### src/rtl/ddl_pkg.sv
package ddl_pkg;
   localparam int unsigned DEF_FRAME_W   = 24;
   localparam int unsigned DEF_VAL_W     = 16;
   localparam int unsigned DEF_CHSEL_POS = 23;
   localparam int unsigned DEF_QUICK_POS = 21;
   localparam int unsigned DEF_SYNC      = 2;

   // index of each pin in the synchronizer bank
   localparam int unsigned PIN_CSEL  = 0;
   localparam int unsigned PIN_SCLK  = 1;
   localparam int unsigned PIN_SDIN  = 2;
   localparam int unsigned PIN_LOAD  = 3;
   localparam int unsigned PIN_XFER  = 4;
   localparam int unsigned PIN_CLR   = 5;
   localparam int unsigned PIN_MID   = 6;
   localparam int unsigned PIN_COUNT = 7;

   // idle levels so that power-on release creates no false edge or strobe
   localparam logic [PIN_COUNT-1:0] PIN_IDLE = 7'b0101011;
endpackage

### src/rtl/ddl_sync.sv
module ddl_sync #(
   parameter int unsigned              N       = 1,
   parameter int unsigned              STAGES  = 2,
   parameter logic [N-1:0]             RST_VAL = '0
) (
   input  logic         clk,
   input  logic         rst_n,
   input  logic [N-1:0] d,
   output logic [N-1:0] q
);
   if (STAGES < 2) begin : g_bad_depth
      $error("ddl_sync: STAGES must be at least 2");
   end

   for (genvar i = 0; i < N; i++) begin : g_bit
      logic [STAGES-1:0] ff;
      always_ff @(posedge clk or negedge rst_n) begin
         if (!rst_n) ff <= {STAGES{RST_VAL[i]}};
         else        ff <= {ff[STAGES-2:0], d[i]};
      end
      assign q[i] = ff[STAGES-1];
   end
endmodule

### src/rtl/ddl_shifter.sv
module ddl_shifter #(
   parameter int unsigned W = 24
) (
   input  logic         clk,
   input  logic         rst_n,
   input  logic         sclk_s,
   input  logic         din_s,
   output logic         step,
   output logic [W-1:0] sr
);
   logic sclk_prev;

   assign step = sclk_s & ~sclk_prev;

   always_ff @(posedge clk or negedge rst_n) begin
      if (!rst_n) begin
         sclk_prev <= 1'b1;
         sr        <= '0;
      end else begin
         sclk_prev <= sclk_s;
         if (step) sr <= {sr[W-2:0], din_s};
      end
   end
endmodule

### src/rtl/ddl_channel.sv
module ddl_channel #(
   parameter int unsigned VAL_W = 16,
   parameter int unsigned CH_ID = 0
) (
   input  logic             clk,
   input  logic             rst_n,
   input  logic             clr_act,
   input  logic [VAL_W-1:0] clr_val,
   input  logic             load_act,
   input  logic             sel_bit,
   input  logic             quick,
   input  logic [VAL_W-1:0] data,
   input  logic             xfer_rise,
   output logic [VAL_W-1:0] in_q,
   output logic [VAL_W-1:0] out_q
);
   localparam logic MY_SEL = (CH_ID % 2) == 1;

   logic hit;
   assign hit = quick | (sel_bit == MY_SEL);

   always_ff @(posedge clk or negedge rst_n) begin
      if (!rst_n)                  in_q <= '0;
      else if (clr_act)            in_q <= clr_val;
      else if (load_act && hit)    in_q <= data;
   end

   always_ff @(posedge clk or negedge rst_n) begin
      if (!rst_n)                  out_q <= '0;
      else if (clr_act)            out_q <= clr_val;
      else if (xfer_rise)          out_q <= in_q;
   end
endmodule

### src/rtl/dual_dac_loader.sv
module dual_dac_loader
   import ddl_pkg::*;
#(
   parameter int unsigned FRAME_W     = DEF_FRAME_W,
   parameter int unsigned VAL_W       = DEF_VAL_W,
   parameter int unsigned CHSEL_POS   = DEF_CHSEL_POS,
   parameter int unsigned QUICK_POS   = DEF_QUICK_POS,
   parameter int unsigned SYNC_STAGES = DEF_SYNC
) (
   input  logic             clk_i,
   input  logic             por_n_i,
   input  logic             csel_n_i,
   input  logic             sclk_i,
   input  logic             sdin_i,
   input  logic             load_n_i,
   input  logic             xfer_i,
   input  logic             clr_n_i,
   input  logic             clr_mid_i,
   output logic             sdout_o,
   output logic [VAL_W-1:0] ch_a_o,
   output logic [VAL_W-1:0] ch_b_o
);
   localparam int unsigned      N_CH     = 2;
   localparam logic [VAL_W-1:0] MID_VAL  = {1'b1, {(VAL_W-1){1'b0}}};
   localparam logic [VAL_W-1:0] ZERO_VAL = '0;

   if (CHSEL_POS >= FRAME_W || QUICK_POS >= FRAME_W) begin : g_bad_pos
      $error("dual_dac_loader: control bit outside the frame");
   end
   if (VAL_W > QUICK_POS || VAL_W > CHSEL_POS || QUICK_POS == CHSEL_POS) begin : g_bad_overlap
      $error("dual_dac_loader: data field overlaps control bits");
   end

   logic [PIN_COUNT-1:0] pins_raw, pins_s;
   assign pins_raw = {clr_mid_i, clr_n_i, xfer_i, load_n_i, sdin_i, sclk_i, csel_n_i};

   ddl_sync #(.N(PIN_COUNT), .STAGES(SYNC_STAGES), .RST_VAL(PIN_IDLE)) u_sync (
      .clk(clk_i), .rst_n(por_n_i), .d(pins_raw), .q(pins_s)
   );

   logic csel_s, sclk_s, sdin_s, load_n_s, xfer_s, clr_n_s, clr_mid_s;
   assign csel_s    = pins_s[PIN_CSEL];
   assign sclk_s    = pins_s[PIN_SCLK];
   assign sdin_s    = pins_s[PIN_SDIN];
   assign load_n_s  = pins_s[PIN_LOAD];
   assign xfer_s    = pins_s[PIN_XFER];
   assign clr_n_s   = pins_s[PIN_CLR];
   assign clr_mid_s = pins_s[PIN_MID];

   logic               shift_step;
   logic [FRAME_W-1:0] shreg;

   ddl_shifter #(.W(FRAME_W)) u_shift (
      .clk(clk_i), .rst_n(por_n_i), .sclk_s(csel_s | sclk_s), .din_s(sdin_s),
      .step(shift_step), .sr(shreg)
   );
   assign sdout_o = shreg[FRAME_W-1];

   logic xfer_prev, xfer_rise;
   always_ff @(posedge clk_i or negedge por_n_i) begin
      if (!por_n_i) xfer_prev <= 1'b0;
      else          xfer_prev <= xfer_s;
   end
   assign xfer_rise = xfer_s & ~xfer_prev;

   logic [VAL_W-1:0] clr_val;
   assign clr_val = clr_mid_s ? MID_VAL : ZERO_VAL;

   logic [VAL_W-1:0] in_q  [N_CH];
   logic [VAL_W-1:0] out_q [N_CH];

   for (genvar ch = 0; ch < N_CH; ch++) begin : g_ch
      ddl_channel #(.VAL_W(VAL_W), .CH_ID(ch)) u_ch (
         .clk(clk_i), .rst_n(por_n_i),
         .clr_act(~clr_n_s), .clr_val(clr_val),
         .load_act(~load_n_s),
         .sel_bit(shreg[CHSEL_POS]), .quick(shreg[QUICK_POS]),
         .data(shreg[VAL_W-1:0]), .xfer_rise(xfer_rise),
         .in_q(in_q[ch]), .out_q(out_q[ch])
      );
   end

   logic [VAL_W-1:0] in_a, in_b;
   assign in_a   = in_q[0];
   assign in_b   = in_q[1];
   assign ch_a_o = out_q[0];
   assign ch_b_o = out_q[1];
endmodule

### config.mk
export PLATFORM = sky130hd
export DESIGN_NAME = dual_dac_loader
export DESIGN_NICKNAME = d
export VERILOG_FILES = /design/src/rtl/ddl_pkg.sv /design/src/rtl/ddl_sync.sv /design/src/rtl/ddl_shifter.sv /design/src/rtl/ddl_channel.sv /design/src/rtl/dual_dac_loader.sv
export SDC_FILE = /design/constraint.sdc
export NUM_CORES = 1
export LEC_CHECK = 0
export BUFFER_PORTS_ARGS = -buffer_cell sky130_fd_sc_hd__buf_2
export CAP_MARGIN = 20
export CORE_UTILIZATION = 40
export CTS_CLUSTER_SIZE = 40
export DETAILED_ROUTE_END_ITERATION = 16
export MAX_ROUTING_LAYER = met4
export SETUP_SLACK_MARGIN = 0.4
export SYNTH_ARGS = -nofsm -noshare
export SYNTH_HDL_FRONTEND = slang
export SYNTH_SLANG_ARGS = --single-unit
### constraint.sdc
create_clock -name clk_i -period 2.5 [get_ports clk_i]
set_input_delay 0.5 -clock clk_i [delete_from_list [all_inputs] [get_ports clk_i]]
set_output_delay 0.5 -clock clk_i [all_outputs]
set_load 0.02 [all_outputs]
Yosys cells after proc, flatten, opt, wreduce, memory -nomap -nowiden --
Index checks and enable logic that the tools add are counted.
Storage, ports and cells: register bits after elaboration 104, input port bits 9, output and inout port bits 33, logic and storage cells 37
Cells by class: eq/ne operators 3, multiplexer cells 9, bitwise logic cells 9, reductions and logical operators 2
Operator list (count):
- $mux 16 | 9
- $ne 2x1->1 const B | 3
- $not 1->1 | 4
- $or 1x1->1 | 3
- $and 1x1->1 | 2
- $logic_and 1x1->1 | 2

Logic depth before layout (Yosys ltp) --
depth after elaboration 5, mapped depth 5, depth with buffers taken out 3

Hierarchy --
A second synthesis with hierarchy kept.
Second synthesis, totals: cell total of the unflattened synthesis 379, area, all modules 4660.7 um^2
By module, submodules not included:
- ddl_channel (g_ch[0].u_ch) | instances 1, cells each 161, area each 1606.5 um^2, seq. area each 800.8 um^2
- ddl_channel (g_ch[1].u_ch) | instances 1, cells each 138, area each 1559.0 um^2, seq. area each 800.8 um^2
- ddl_shifter | instances 1, cells each 53, area each 1033.5 um^2, seq. area each 626.9 um^2
- ddl_sync | instances 1, cells each 21, area each 412.9 um^2, seq. area each 360.3 um^2
- dual_dac_loader | instances 1, cells each 6, area each 48.8 um^2, seq. area each 25.0 um^2

Least setup slack after synthesis --
OpenSTA, ideal clock, no wires.
path kind reg-to-reg, start reg u_shift.sr[23], end reg g_ch[0].u_ch.in_q[15], data arrival time 1.231 ns, data required time 2.373 ns, path slack 1.142 ns, stages on the path, launching flop included 4, buffers on the path 0, cells stage by stage dfrtp_1 -> nor2b_2 -> o21a_4 -> mux2_1
On the way: longest elaborated chain between the ends 4
RTL lines:
- start, declared | RTL line ddl_shifter.sv:9 | output logic [W-1:0] sr
- start signal, assigned | RTL line ddl_shifter.sv:21 | if (step) sr <= {sr[W-2:0], din_s};
- $not 1->1 | RTL line ddl_channel.sv:20 | assign hit = quick | (sel_bit == MY_SEL);
- $or 1x1->1 | RTL line ddl_channel.sv:20
- $logic_and 1x1->1 | RTL line ddl_channel.sv:25 | else if (load_act && hit) in_q <= data;
- $ne 2x1->1 (no line)
- end signal, assigned | RTL line ddl_channel.sv:24 | else if (clr_act) in_q <= clr_val;
- end signal, assigned | RTL line ddl_channel.sv:25
- end, declared | RTL line ddl_channel.sv:14 | output logic [VAL_W-1:0] in_q,
Every way passes these cells. A chain may end at the register's enable or synchronous reset.

Final worst setup path --
start reg u_sync.g_bit[5].ff[1], end reg g_ch[0].u_ch.in_q[9]
On the way: longest elaborated chain between the ends 1, elaborated cells on any way between the ends 2, those cells by class eq/ne (1); mux (1)
RTL lines:
- start, declared | RTL line ddl_sync.sv:16 | logic [STAGES-1:0] ff;
- start signal, assigned | RTL line ddl_sync.sv:18 | if (!rst_n) ff <= {STAGES{RST_VAL[i]}};
- start signal, assigned | RTL line ddl_sync.sv:19 | else ff <= {ff[STAGES-2:0], d[i]};
- $ne 2x1->1 (no line) / $mux 16 (equally long branches)
Several ways; a longest one is shown, not always the timed one.

==> out/results.md <==
| Metric | This run |
|---|---|
| Crit path launch type | flip-flop |
| Overall routing resource usage | 15.28% |
| CP peak stage delay | 790 ps |
| Most frequent cell after synthesis | sky130_fd_sc_hd__nand2_1 |
| Endpoint class of the critical path | flip-flop |
| Layout overhead on the synthesized area | 12.19% |
| Via count of the first global-routing pass | 2336 |
| Max-capacitance violation count | 0 |
| Routability congestion estimate | 0.8171 |
| Setup slack at placement | 805.8 ps |
| Multi-input logic area | 1236 sq um |
| Hold crit path type | in2async |
| Largest net degree at the start of global routing | 58 |
| Sw power | 826.7 uW |
| Post-synth top cells | 96 x sky130_fd_sc_hd__nand2_1, 95 x sky130_fd_sc_hd__dfrtp_1, 28 x sky130_fd_sc_hd__a21boi_0 |
| Switching share of power | 25.13% |
| Setup Total Neg Slack | 0 ps |
| Diode count | 0 |
| Worst skew pair latency | 360 ps |
| Final hold slack | 29.60 ps |
| Remaining number of nets flagged by the antenna check after routing | 0 |
| Number of hold violations in the final report | 0 |
| Per-instance average area after synthesis | 12.52 sq um |
| Max Slew Vio Count | 0 |
| CTS tree | yes |
| DRC violation count after routing | 0 |
| Register cell area after layout | 2614 sq um |
| Sequential-to-total area share from yosys stat | 65.47% |
| Width of the die | 101.9 um |
| IO Port Bufs | 41 |
| Design internal power | 2463 uW |
| Maximum clock rate | 588.3 MHz |
| Number of unique standard cell types used by synthesis | 24 |
| Worst-case clock skew | 8.251 ps |
| Number of nets produced by synthesis | 328 |
| Share of total power in sequential cells | 60.5% |
| Final global-route overflow total | 0 |
| Slew at the pin with the worst max-slew slack | 721.5 ps |
| Outcome | complete, no violations |
| Clock root cell | sky130_fd_sc_hd__clkbuf_8 |
| Fraction of synthesized cell area taken by the top area cell type | 59.54% |
| Syn Std Cell Area | 3993 sq um |
| Number of search-and-repair iterations in the first detailed-routing pass | 5 |
| Cell with the biggest individual delay on the critical path | sky130_fd_sc_hd__dfstp_2 |
| Post-layout net count | 366 |
| Post-Synthesis Cells | 319 |
| Final Cycle Share | 67.99% |
| Clock buffer depth | 2 |
| Warning count from the yosys run | 0 |
| Arrival time of data at the critical path endpoint | 1990 ps |
| DRT iter0 DRCs | 73 |
| Number of register bits inferred by synthesis | 104 |
| First-pass GRT wire length | 11760 um |
| Clock transition at the registers of the reported paths | 100 ps |
| Worst Path Max Fanout | 25 |
| Kind of critical path | reg2reg |
| List of cells traversed by the critical path | nor3b_4, a22o_1 |
| Overall die area | 10380 sq um |
| Clock period minus final worst setup slack | 1700 ps |
| Number of buffers added to fix hold violations after cts | 0 |
| Core outline area | 9729 sq um |
| Top-level I/O count | 42 |
| Floorplan row count | 36 |
| Detailed placement HPWL | 4480 um |
| Max rail drop VDD | 282.7 uV |
| Post-detailed-route wirelength per cell | 13.84 um |
| Vertical extent of the die | 101.9 um |
| Worst slew slack as a fraction of its limit | 51.87% |
| Number of fill cells in the layout | 942 |
| Starting density of the core | 41.04% |
| Share of post-route cells with drive strength above 1 | 22.38% |
| TritonCTS Buffers | 9 |
| Power per Cell Area | 734.4 nW/um^2 |
| Comb pwr share | 7.8% |
| Main flop type after synthesis | sky130_fd_sc_hd__dfrtp_1 |
| Post-synthesis async set-or-reset flop share | 100.0% |
| Buffers inserted by post-CTS timing repair | 0 |
| Sinks on the clock net | 104 |
| Initial antenna violation count | 0 |
| Most area-consuming cells after synthesis | sky130_fd_sc_hd__dfrtp_1 60%, sky130_fd_sc_hd__nand2_1 9.0%, sky130_fd_sc_hd__dfstp_2 5.9%, sky130_fd_sc_hd__mux2_1 5.9%, sky130_fd_sc_hd__a21boi_0 5.3% |
| Least setup slack across all paths after layout | 800.1 ps |
| CTS H-tree depth | 3 |
| Total setup violations reported at the end of the flow | 0 |
| Average vias per placed instance | 4.735 |
| Vias after detailed routing | 2344 |
| Top cell type by total area after synthesis | sky130_fd_sc_hd__dfrtp_1 |
| Resized cells post-CTS | 0 |
| Cell leakage power | 0.002102 uW |
| Clk network pwr share | 31.7% |
| Required time at the worst-slack endpoint | 2790 ps |
| RSZ-0062 raised after global routing | no |
| Sum of routed wire length over all layers | 6853 um |
| Count of flip-flops with a built-in enable after synthesis | 0 |
## logic make-up after synthesis
family / count (synthesis) / share of synthesized area, %
buffers and inverters: 20 / 3.635
DFF: 104 / 65.47
AOI/OAI and AO/OA: 66 / 13.13
muxes: 26 / 7.333
and+or+nand+nor: 103 / 10.44
## metrics by stage
step                      area (sq um)  power [uW]  instances  util [%]
after floorplan                   3993        2158        319         -
after global placement            4282        2280        479     44.01
after detailed placement          4282        2287        479     44.01
after CTS                         4479        3335        495     46.04
after global routing              4479        3461        495     46.04
final                             4479        3290        495     46.04
## power groups by stage
stage	clock [uW]	sequential, uW	combinational (uW)
after floorplan	0	1980	180
after global placement	0	2030	254
after detailed placement	0	2020	264
after CTS	1080	1990	266
after global routing	1150	2020	292
final	1040	1990	257
## path summary, 6_finish.rpt
path / startpoint / depth (start not counted) / end / slack, ps
max in group asynchronous: por_n_i / 2 / u_sync.g_bit[3].ff[1]$_DFF_PN1_ / 1780
max reg2reg: u_sync.g_bit[5].ff[1]$_DFF_PN1_ / 2 / g_ch[0].u_ch.in_q[9]$_DFFE_PN0P_ / 800
min: por_n_i / 1 / u_sync.g_bit[4].ff[1]$_DFF_PN0_ / 30
max: u_sync.g_bit[5].ff[1]$_DFF_PN1_ / 2 / g_ch[0].u_ch.in_q[9]$_DFFE_PN0P_ / 800
min reg2reg: u_sync.g_bit[0].ff[0]$_DFF_PN1_ / 0 / u_sync.g_bit[0].ff[1]$_DFF_PN1_ / 360
min in group clk_i: clr_n_i / 1 / u_sync.g_bit[5].ff[0]$_DFF_PN1_ / 240
## layout make-up
type,instances,share of cell area [%]
clock buffer,11,3.156
clock inverter,5,1.257
multi-input combinational,195,27.60
sequential,104,58.35
tap,133,3.715
timing repair buffer,47,5.922
## flip-flops by register name, summed over array words and instances, names as in the netlist
name and flops:
g_ch.u_ch.in_q 32, g_ch.u_ch.out_q 32, u_shift.sclk_prev 1, u_shift.sr 24
u_sync.g_bit.ff 14, xfer_prev 1
## routing by layer
metal  GRT usage (%)  vias to the layer above  wire length (um)
li1                -                     1146                 -
met1           20.75                     1155              3370
met2           22.77                       32              3210
met3           2.668                       11               156
met4           6.264                        0               115
met5               -                        -                 0
## worst max-delay path: cells and delay by family, from the launching register on
| kind | cells | cell delay (ps) |
|---|---|---|
| and+or+nand+nor | 1 | 610 |
| DFF | 1 | 790 |
| AOI/OAI and AO/OA | 1 | 230 |
## placed cells by master (no fill, tap or decap), drive strengths merged
cell type,n
clkinvlp,1
o21a,1
mux2,26
a31oi,3
nor2b,2
or2,1
nand2,96
bufinv,1
clkinv,3
nor2,1
o21bai,1
a22o,15
o21ba,1
buf,47
nor3b,1
clkbuf,11
nand2b,2
dfstp,9
a21boi,45
dfrtp,95
Note: power is estimated with default switching activity, not from simulation.
